## src/rtl/cvt_rdy_pkg.sv

```systemverilog
package cvt_rdy_pkg;
  typedef enum logic [1:0] {
    WIN_IDLE  = 2'd0,
    WIN_BLANK = 2'd1,
    WIN_ARMED = 2'd2
  } win_state_e;
endpackage

```

## src/rtl/cvt_rst_sync.sv

```systemverilog
module cvt_rst_sync (
  input  logic clk,
  input  logic rst_n,
  output logic rst_sync_n
);
  logic [1:0] sync_q;

  always_ff @(posedge clk or negedge rst_n) begin
    if (!rst_n) sync_q <= 2'b00;
    else        sync_q <= {sync_q[0], 1'b1};
  end

  assign rst_sync_n = sync_q[1];
endmodule

```

## src/rtl/cvt_blank_timer.sv

```systemverilog
module cvt_blank_timer #(
  parameter int BLANK_CYC = 500
) (
  input  logic clk,
  input  logic rst_n,
  input  logic start,
  output logic busy,
  output logic done
);
  localparam int CNT_W = (BLANK_CYC > 2) ? $clog2(BLANK_CYC) : 1;
  localparam logic [CNT_W-1:0] LAST = CNT_W'(BLANK_CYC - 1);

  logic [CNT_W-1:0] cnt_q, cnt_d;
  logic             busy_q, busy_d;

  assign done = busy_q && (cnt_q == LAST);
  assign busy = busy_q;

  always_comb begin
    cnt_d  = cnt_q;
    busy_d = busy_q;
    if (start) begin
      busy_d = 1'b1;
      cnt_d  = '0;
    end else if (busy_q) begin
      if (done) busy_d = 1'b0;
      else      cnt_d  = cnt_q + 1'b1;
    end
  end

  always_ff @(posedge clk or negedge rst_n) begin
    if (!rst_n) begin
      cnt_q  <= '0;
      busy_q <= 1'b0;
    end else begin
      cnt_q  <= cnt_d;
      busy_q <= busy_d;
    end
  end
endmodule

```

## src/rtl/cvt_result_reg.sv

```systemverilog
module cvt_result_reg #(
  parameter int DATA_W = 16
) (
  input  logic              clk,
  input  logic              rst_n,
  input  logic              cap_en,
  input  logic              ld_en,
  input  logic              ld_pend,
  input  logic [DATA_W-1:0] live_word,
  output logic [DATA_W-1:0] data_q,
  output logic              pend_vld
);
  logic [DATA_W-1:0] pend_q, pend_d, data_d;
  logic              vld_q, vld_d;

  always_comb begin
    pend_d = pend_q;
    vld_d  = vld_q;
    data_d = data_q;
    if (ld_en) begin
      data_d = ld_pend ? pend_q : live_word;
      vld_d  = 1'b0;
    end else if (cap_en) begin
      pend_d = live_word;
      vld_d  = 1'b1;
    end
  end

  always_ff @(posedge clk or negedge rst_n) begin
    if (!rst_n) begin
      pend_q <= '0;
      vld_q  <= 1'b0;
      data_q <= '0;
    end else begin
      pend_q <= pend_d;
      vld_q  <= vld_d;
      data_q <= data_d;
    end
  end

  assign pend_vld = vld_q;
endmodule

```

## src/rtl/cvt_ready_ctrl.sv

```systemverilog
module cvt_ready_ctrl
  import cvt_rdy_pkg::*;
#(
  parameter int DATA_W    = 16,
  parameter int BLANK_CYC = 500
) (
  input  logic              clk,
  input  logic              rst_n,
  input  logic              pre_req,
  input  logic              upd_stb,
  input  logic [DATA_W-1:0] upd_word,
  input  logic              cal_done,
  input  logic              rd_done,
  output logic              ready_n,
  output logic              rdy_flag,
  output logic [DATA_W-1:0] data_q
);
  logic       rst_sync_n;
  win_state_e win_q, win_d;
  logic       blk_start, blk_busy, blk_done;
  logic       ld_en, ld_pend, cap_en, pend_vld;
  logic       rdy_n_q, rdy_n_d;
  logic       win_open;

  cvt_rst_sync u_rst_sync (
    .clk        (clk),
    .rst_n      (rst_n),
    .rst_sync_n (rst_sync_n)
  );

  cvt_blank_timer #(.BLANK_CYC(BLANK_CYC)) u_timer (
    .clk   (clk),
    .rst_n (rst_sync_n),
    .start (blk_start),
    .busy  (blk_busy),
    .done  (blk_done)
  );

  cvt_result_reg #(.DATA_W(DATA_W)) u_result (
    .clk       (clk),
    .rst_n     (rst_sync_n),
    .cap_en    (cap_en),
    .ld_en     (ld_en),
    .ld_pend   (ld_pend),
    .live_word (upd_word),
    .data_q    (data_q),
    .pend_vld  (pend_vld)
  );

  always_comb begin
    win_d     = win_q;
    ld_en     = 1'b0;
    ld_pend   = 1'b0;
    cap_en    = 1'b0;
    blk_start = 1'b0;
    unique case (win_q)
      WIN_IDLE: begin
        if (upd_stb) ld_en = 1'b1;
        if (pre_req) begin
          win_d     = WIN_BLANK;
          blk_start = 1'b1;
        end
      end
      WIN_BLANK: begin
        if (blk_done) begin
          if (upd_stb) begin
            ld_en = 1'b1;
          end else if (pend_vld) begin
            ld_en   = 1'b1;
            ld_pend = 1'b1;
          end
          win_d = (upd_stb || pend_vld) ? WIN_IDLE : WIN_ARMED;
        end else if (upd_stb) begin
          cap_en = 1'b1;
        end
      end
      WIN_ARMED: begin
        if (upd_stb) begin
          ld_en = 1'b1;
          win_d = WIN_IDLE;
        end
      end
      default: win_d = WIN_IDLE;
    endcase
  end

  always_comb begin
    rdy_n_d = rdy_n_q;
    if (rd_done)           rdy_n_d = 1'b1;
    if (cal_done)          rdy_n_d = 1'b0;
    if (ld_en)             rdy_n_d = 1'b0;
    if (win_d != WIN_IDLE) rdy_n_d = 1'b1;
  end

  always_ff @(posedge clk or negedge rst_sync_n) begin
    if (!rst_sync_n) begin
      win_q   <= WIN_IDLE;
      rdy_n_q <= 1'b1;
    end else begin
      win_q   <= win_d;
      rdy_n_q <= rdy_n_d;
    end
  end

  assign win_open = (win_q != WIN_IDLE);
  assign ready_n  = rdy_n_q;
  assign rdy_flag = rdy_n_q;
endmodule

```

## config.mk

```make
export PLATFORM = sky130hd
export DESIGN_NAME = cvt_ready_ctrl
export DESIGN_NICKNAME = d
export VERILOG_FILES = /design/src/rtl/cvt_rdy_pkg.sv /design/src/rtl/cvt_rst_sync.sv /design/src/rtl/cvt_blank_timer.sv /design/src/rtl/cvt_result_reg.sv /design/src/rtl/cvt_ready_ctrl.sv
export SDC_FILE = /design/constraint.sdc
export NUM_CORES = 1
export LEC_CHECK = 0
export CORE_MARGIN = 4
export CORE_UTILIZATION = 47
export DETAILED_ROUTE_END_ITERATION = 16
export PLACE_DENSITY = 0.78
export SLEW_MARGIN = 20
export SYNTH_ARGS = -nofsm -noshare
export SYNTH_HDL_FRONTEND = slang
export SYNTH_SLANG_ARGS = --single-unit
export TNS_END_PERCENT = 30
```

## constraint.sdc

```tcl
create_clock -name clk -period 1.55 [get_ports clk]
set_clock_uncertainty 0.05 [all_clocks]
set_input_delay 0.2325 -clock clk [delete_from_list [all_inputs] [get_ports clk]]
set_output_delay 0.2325 -clock clk [all_outputs]
set_load 0.05 [all_outputs]
```

; After elaboration in Yosys (flattened, before gate mapping)
; Cells that the tools add are included.
[word_totals]
reg_bits = 48
output_inout_bits = 18
input_bits = 22
wordCells = 54
[op_classes]
n_addsub = 1
n_reduce_logical = 10
eq_ne = 4
mux = 30
n_bitwise = 1
[op_table]
columns = cell, count
row1 = $mux 9, 3
row2 = $mux 1, 20
row3 = $mux 16, 1
row4 = $add 9x1->9 const B, 1
row5 = $eq 9x9->1 const B, 1
row6 = $mux 2, 4
row7 = $pmux 2 s3, 1
row8 = $reduce_bool 2->1, 3
row9 = $reduce_and 2->1, 2
row10 = $reduce_bool 4->1, 1
row11 = $eq 2x1->1 const B, 1
row12 = $eq 2x2->1 const B, 1
row13 = $logic_not 2->1, 1
row14 = $ne 2x2->1 const B, 1
row15 = $pmux 1 s2, 1
row16 = $reduce_or 2->1, 1
row17 = $logic_and 1x1->1, 1
row18 = $logic_or 1x1->1, 1
row19 = $not 1->1, 1

; Depth between registers and ports, before layout
[depth]
depth_word = 6
depth_mapped = 7
mapped_depth_nobuf = 5

; Hierarchy
; A second synthesis with hierarchy kept.
[unflattened]
cells_unflattened = 182
area_unflattened_um2 = 2188.3
[modules_own_cells]
columns = mod, cells_each, instances, area_each_um2
row1 = cvt_result_reg, 108, 1, 1422.6
row2 = cvt_blank_timer, 50, 1, 510.5
row3 = cvt_ready_ctrl, 21, 1, 201.4
row4 = cvt_rst_sync, 3, 1, 53.8

; Least setup slack after synthesis
; Ideal clock, no wire load.
[synth_path]
path_type = reg-to-reg
start = register u_timer.cnt_q[0]
end = register u_result.data_q[10]
path_buffers = 1
arrival_time_ns = 1.788
required_time_ns = 1.375
synth_period_minus_slack_ns = 1.963
path_stages_with_launch = 7
setup_slack_ns = -0.413
cell_sequence = dfrtp_1 > ha_1 > and4bb_2 > nand4b_1 > a21oi_4 > buf_6 > mux2_4
[synth_via]
elab_chain_len = 5
elab_cells_between_ends = 7
[synth_rtl]
columns = item, line_no
row1 = "start, declared", cvt_blank_timer.sv:13  ; logic [CNT_W-1:0] cnt_q, cnt_d;
row2 = "start signal, assigned", cvt_blank_timer.sv:36  ; cnt_q <= cnt_d;
row3 = $eq 9x9->1 (*), cvt_blank_timer.sv:16  ; assign done = busy_q && (cnt_q == LAST);
row4 = $logic_and 1x1->1 (*), cvt_blank_timer.sv:16
row5 = $mux 1, cvt_ready_ctrl.sv:65  ; if (blk_done) begin
row6 = $mux 1, cvt_ready_ctrl.sv:56  ; unique case (win_q)
row7 = $mux 16, cvt_result_reg.sv:21  ; data_d = ld_pend ? pend_q : live_word;
row8 = "end signal, assigned", cvt_result_reg.sv:37  ; data_q <= data_d;
row9 = "end, declared", cvt_result_reg.sv:10  ; output logic [DATA_W-1:0] data_q,
; Every way passes the cells marked *; elsewhere a longest branch is shown, timed or not.
; A chain may end at the register's enable or synchronous reset.

; Worst setup path after layout
[layout_path]
start = register u_timer.cnt_q[0]
end = register u_result.data_q[4]
; Same word-level chain as after synthesis.

==> results.toml <==
[sta]
fin_crit_sh_pct = 125
worst_slack_ns = -0.383
hold_viol_final = 0
setup_viol_count_final = 34
grt_setup_unrepaired = "yes"
slew_violations = 0
timing.final.crit_period_ns = 1.93
clock.fmax_mhz = 517

[clock_tree]
numCtsBuffers = 5
post_cts_buffers = 0
clk_latency_ns = 0.30
ctsHtreeMaxLevel = 2
root_buffer = "clkbuf_8"
path_clk_slew_ns = 0.08
cts_tree = "yes"
clkSinkCount = 48
ctsHoldBuffers = 0
ctsLongestPathBuffers = 2

[logic_synthesis]
netlist_area_um2 = 2260
synth.area.top_cells = "dfrtp_1 52%, mux2_4 13%, mux2_2 9.5%"
syn_inst = 157
synth-seq-cells = 48
synth_seq_area_share_pct = 53.2
yosys.cell_types.count = 36
synth_area_per_cell_um2 = 14.4
synth_warnings = 0
synth_nets = 180
synth_top_area_share_pct = 52.1
synth_top_area_cell = "dfrtp_1"

[drt]
vias = 1493
drtAntennaViolNets = 0
wl_per_cell_um = 16.8
vias_per_cell = 5.47
firstDrtPassIters = 4
first_iter_violations = 50
drcViolationCount = 0
finalWirelength_um = 4590

[floorplanning]
pin_count = 40
dieHeight_um = 77.3
die_w_um = 77.3
core_um2 = 4500
fp.dieArea_um2 = 5980
num_rows = 24
initial_core_util_pct = 50.1

[power_and_ir_drop]
static-leakage-power_nw = 1.35
peakVddDrop_v = 0.000979
power_density_nw_per_um2 = 1740

[layout]
finalInstanceArea_um2 = 3000
n_antenna_cell = 0
drive_gt1_share_pct = 43.9
final_common_cell = "dfrtp_1"
layout_common_cells = "45 x dfrtp_1, 37 x buf_4, 22 x mux2_4"
fillers = 311
final_util_pct = 66.7
nets = 243
syn2layout_area_growth_pct = 33.0
stdcell_count = 273

[placed_design]
numPortBuffers = 39
post_dp_cell_area_um2 = 2860
hpwl_um = 3510
routabilityCongestion = 0.865
placed_cells = 265

[global_routing]
grt_pass1_vias = 1666
antenna_found_initial = 0
grt_pass1_wl_um = 8090
overflow = 0
grt_max_degree = 20
track_usage_pct = 16.7

[critical_path]
cp-end-kind = "flip-flop"
cp_data_arrival_time_ns = 2.07
worstSetupPathType = "flip-flop to flip-flop"
startpoint_type = "flip-flop"
crit_fanout = 13
required_ns = 1.69

[min_path]
hold_class = "input pin to async pin"

[run]
maxCapViolations = 0

[outcome]
status = "finished with violations"
violations = "setup timing"
final cells by class:
| type | count | area [µm²] | share of cell area (%) |
|---|---|---|---|
| sequential | 48 | 1200 | 40.1 |
| multi-input combinational | 102 | 1010 | 33.7 |
| timing repair buffer | 63 | 588 | 19.6 |
| clock buffer | 6 | 72.6 | 2.42 |
| tap | 52 | 65.1 | 2.17 |
| clock inverter | 2 | 60.1 | 2.00 |
metrics by stage:
stage / setup WS (ns) / total power, W / hold WS (ns) / setup TNS, ns
floorplan: -0.372 / 0.00338 / -0.113 / -9.25
global placement: -0.449 / 0.00410 / 0.144 / -11.58
detailed placement: -0.525 / 0.00421 / 0.162 / -13.49
CTS: -0.408 / 0.00527 / 0.0287 / -11.03
global route: -0.490 / 0.00551 / 0.0171 / -13.96
finish: -0.383 / 0.00524 / 0.0361 / -10.46
kinds of logic after synthesis:
group | Yosys count | synth area share, %
mux | 49 | 27.7
flops | 48 | 53.2
simple gates | 32 | 9.47
compound gates | 13 | 3.99
buf+inv | 7 | 2.55
xor+xnor | 6 | 2.33
fa+ha+maj | 1 | 0.554
other cells | 1 | 0.166
cells in the mapped netlist (all sizes together):
library cell,instances
dfstp,1
clkbuf,1
o21ai,3
nand4bb,1
or3,2
and4bb,2
buf,6
dfrtp,47
conb,1
nor3b,1
ha,1
xor2,5
and4,2
nand4b,1
mux2i,1
nand2,1
mux2,48
a21o,3
xnor2,1
nand3,3
nand2b,2
a21oi,5
nor2b,2
nor2,9
nand4,4
o211ai,1
and3,2
a211o,1
report_power, final:
group | total (W) | internal [W] | switching, W
Sequential | 0.00188 | 0.00165 | 0.000228
Clock | 0.00105 | 0.000645 | 0.000408
Combinational | 0.00231 | 0.00101 | 0.00130
Total | 0.00524 | 0.00330 | 0.00193
path summary, 6_finish.rpt:
kind | start | endpoint | slack, ns | depth (start not counted)
max in group asynchronous | u_rst_sync.sync_q[1] | u_result.pend_q[6] | 0.74 | 1
worst max-delay path | u_timer.cnt_q[0] | u_result.data_q[4] | -0.38 | 6
worst min-delay path | rst_n | u_rst_sync.sync_q[0] | 0.04 | 1
min in group clk | u_rst_sync.sync_q[0] | u_rst_sync.sync_q[1] | 0.32 | 0
worst max register to register | u_timer.cnt_q[0] | u_result.data_q[4] | -0.38 | 6
worst min register to register | u_rst_sync.sync_q[1] | u_result.data_q[2] | 0.14 | 0
layer usage:
metal	share of wire (%)	vias up	global-route usage, %
met3	5.3	12	4.68
met4	1.8	0	4.63
met2	51	54	29.3
li1	-	691	-
met1	42	736	20.2
met5	0	-	0
critical path: stages, from the launching register on:
cell and delay, ns:
dfrtp_1 0.36, ha_2 0.18, and4bb_2 0.30, nand4b_1 0.20, a21oi_4 0.22, buf_12 0.18
mux2_2 0.34
registers in the layout, summed over array words and instances, names as in the netlist:
signal and flops:
rdy_flag 1, u_result.data_q 16, win_q 2, u_result.pend_vld 1, u_rst_sync.sync_q 2, u_result.pend_q 16
u_timer.busy 1, u_timer.cnt_q 9
repair_timing:
action                     4_1_cts  5_1_grt
setup endpoints to repair       34       38
hold endpoints to repair         0        0
resized for setup                1        4
pin swaps                        2        2
Power figures use the tool's default switching activity.
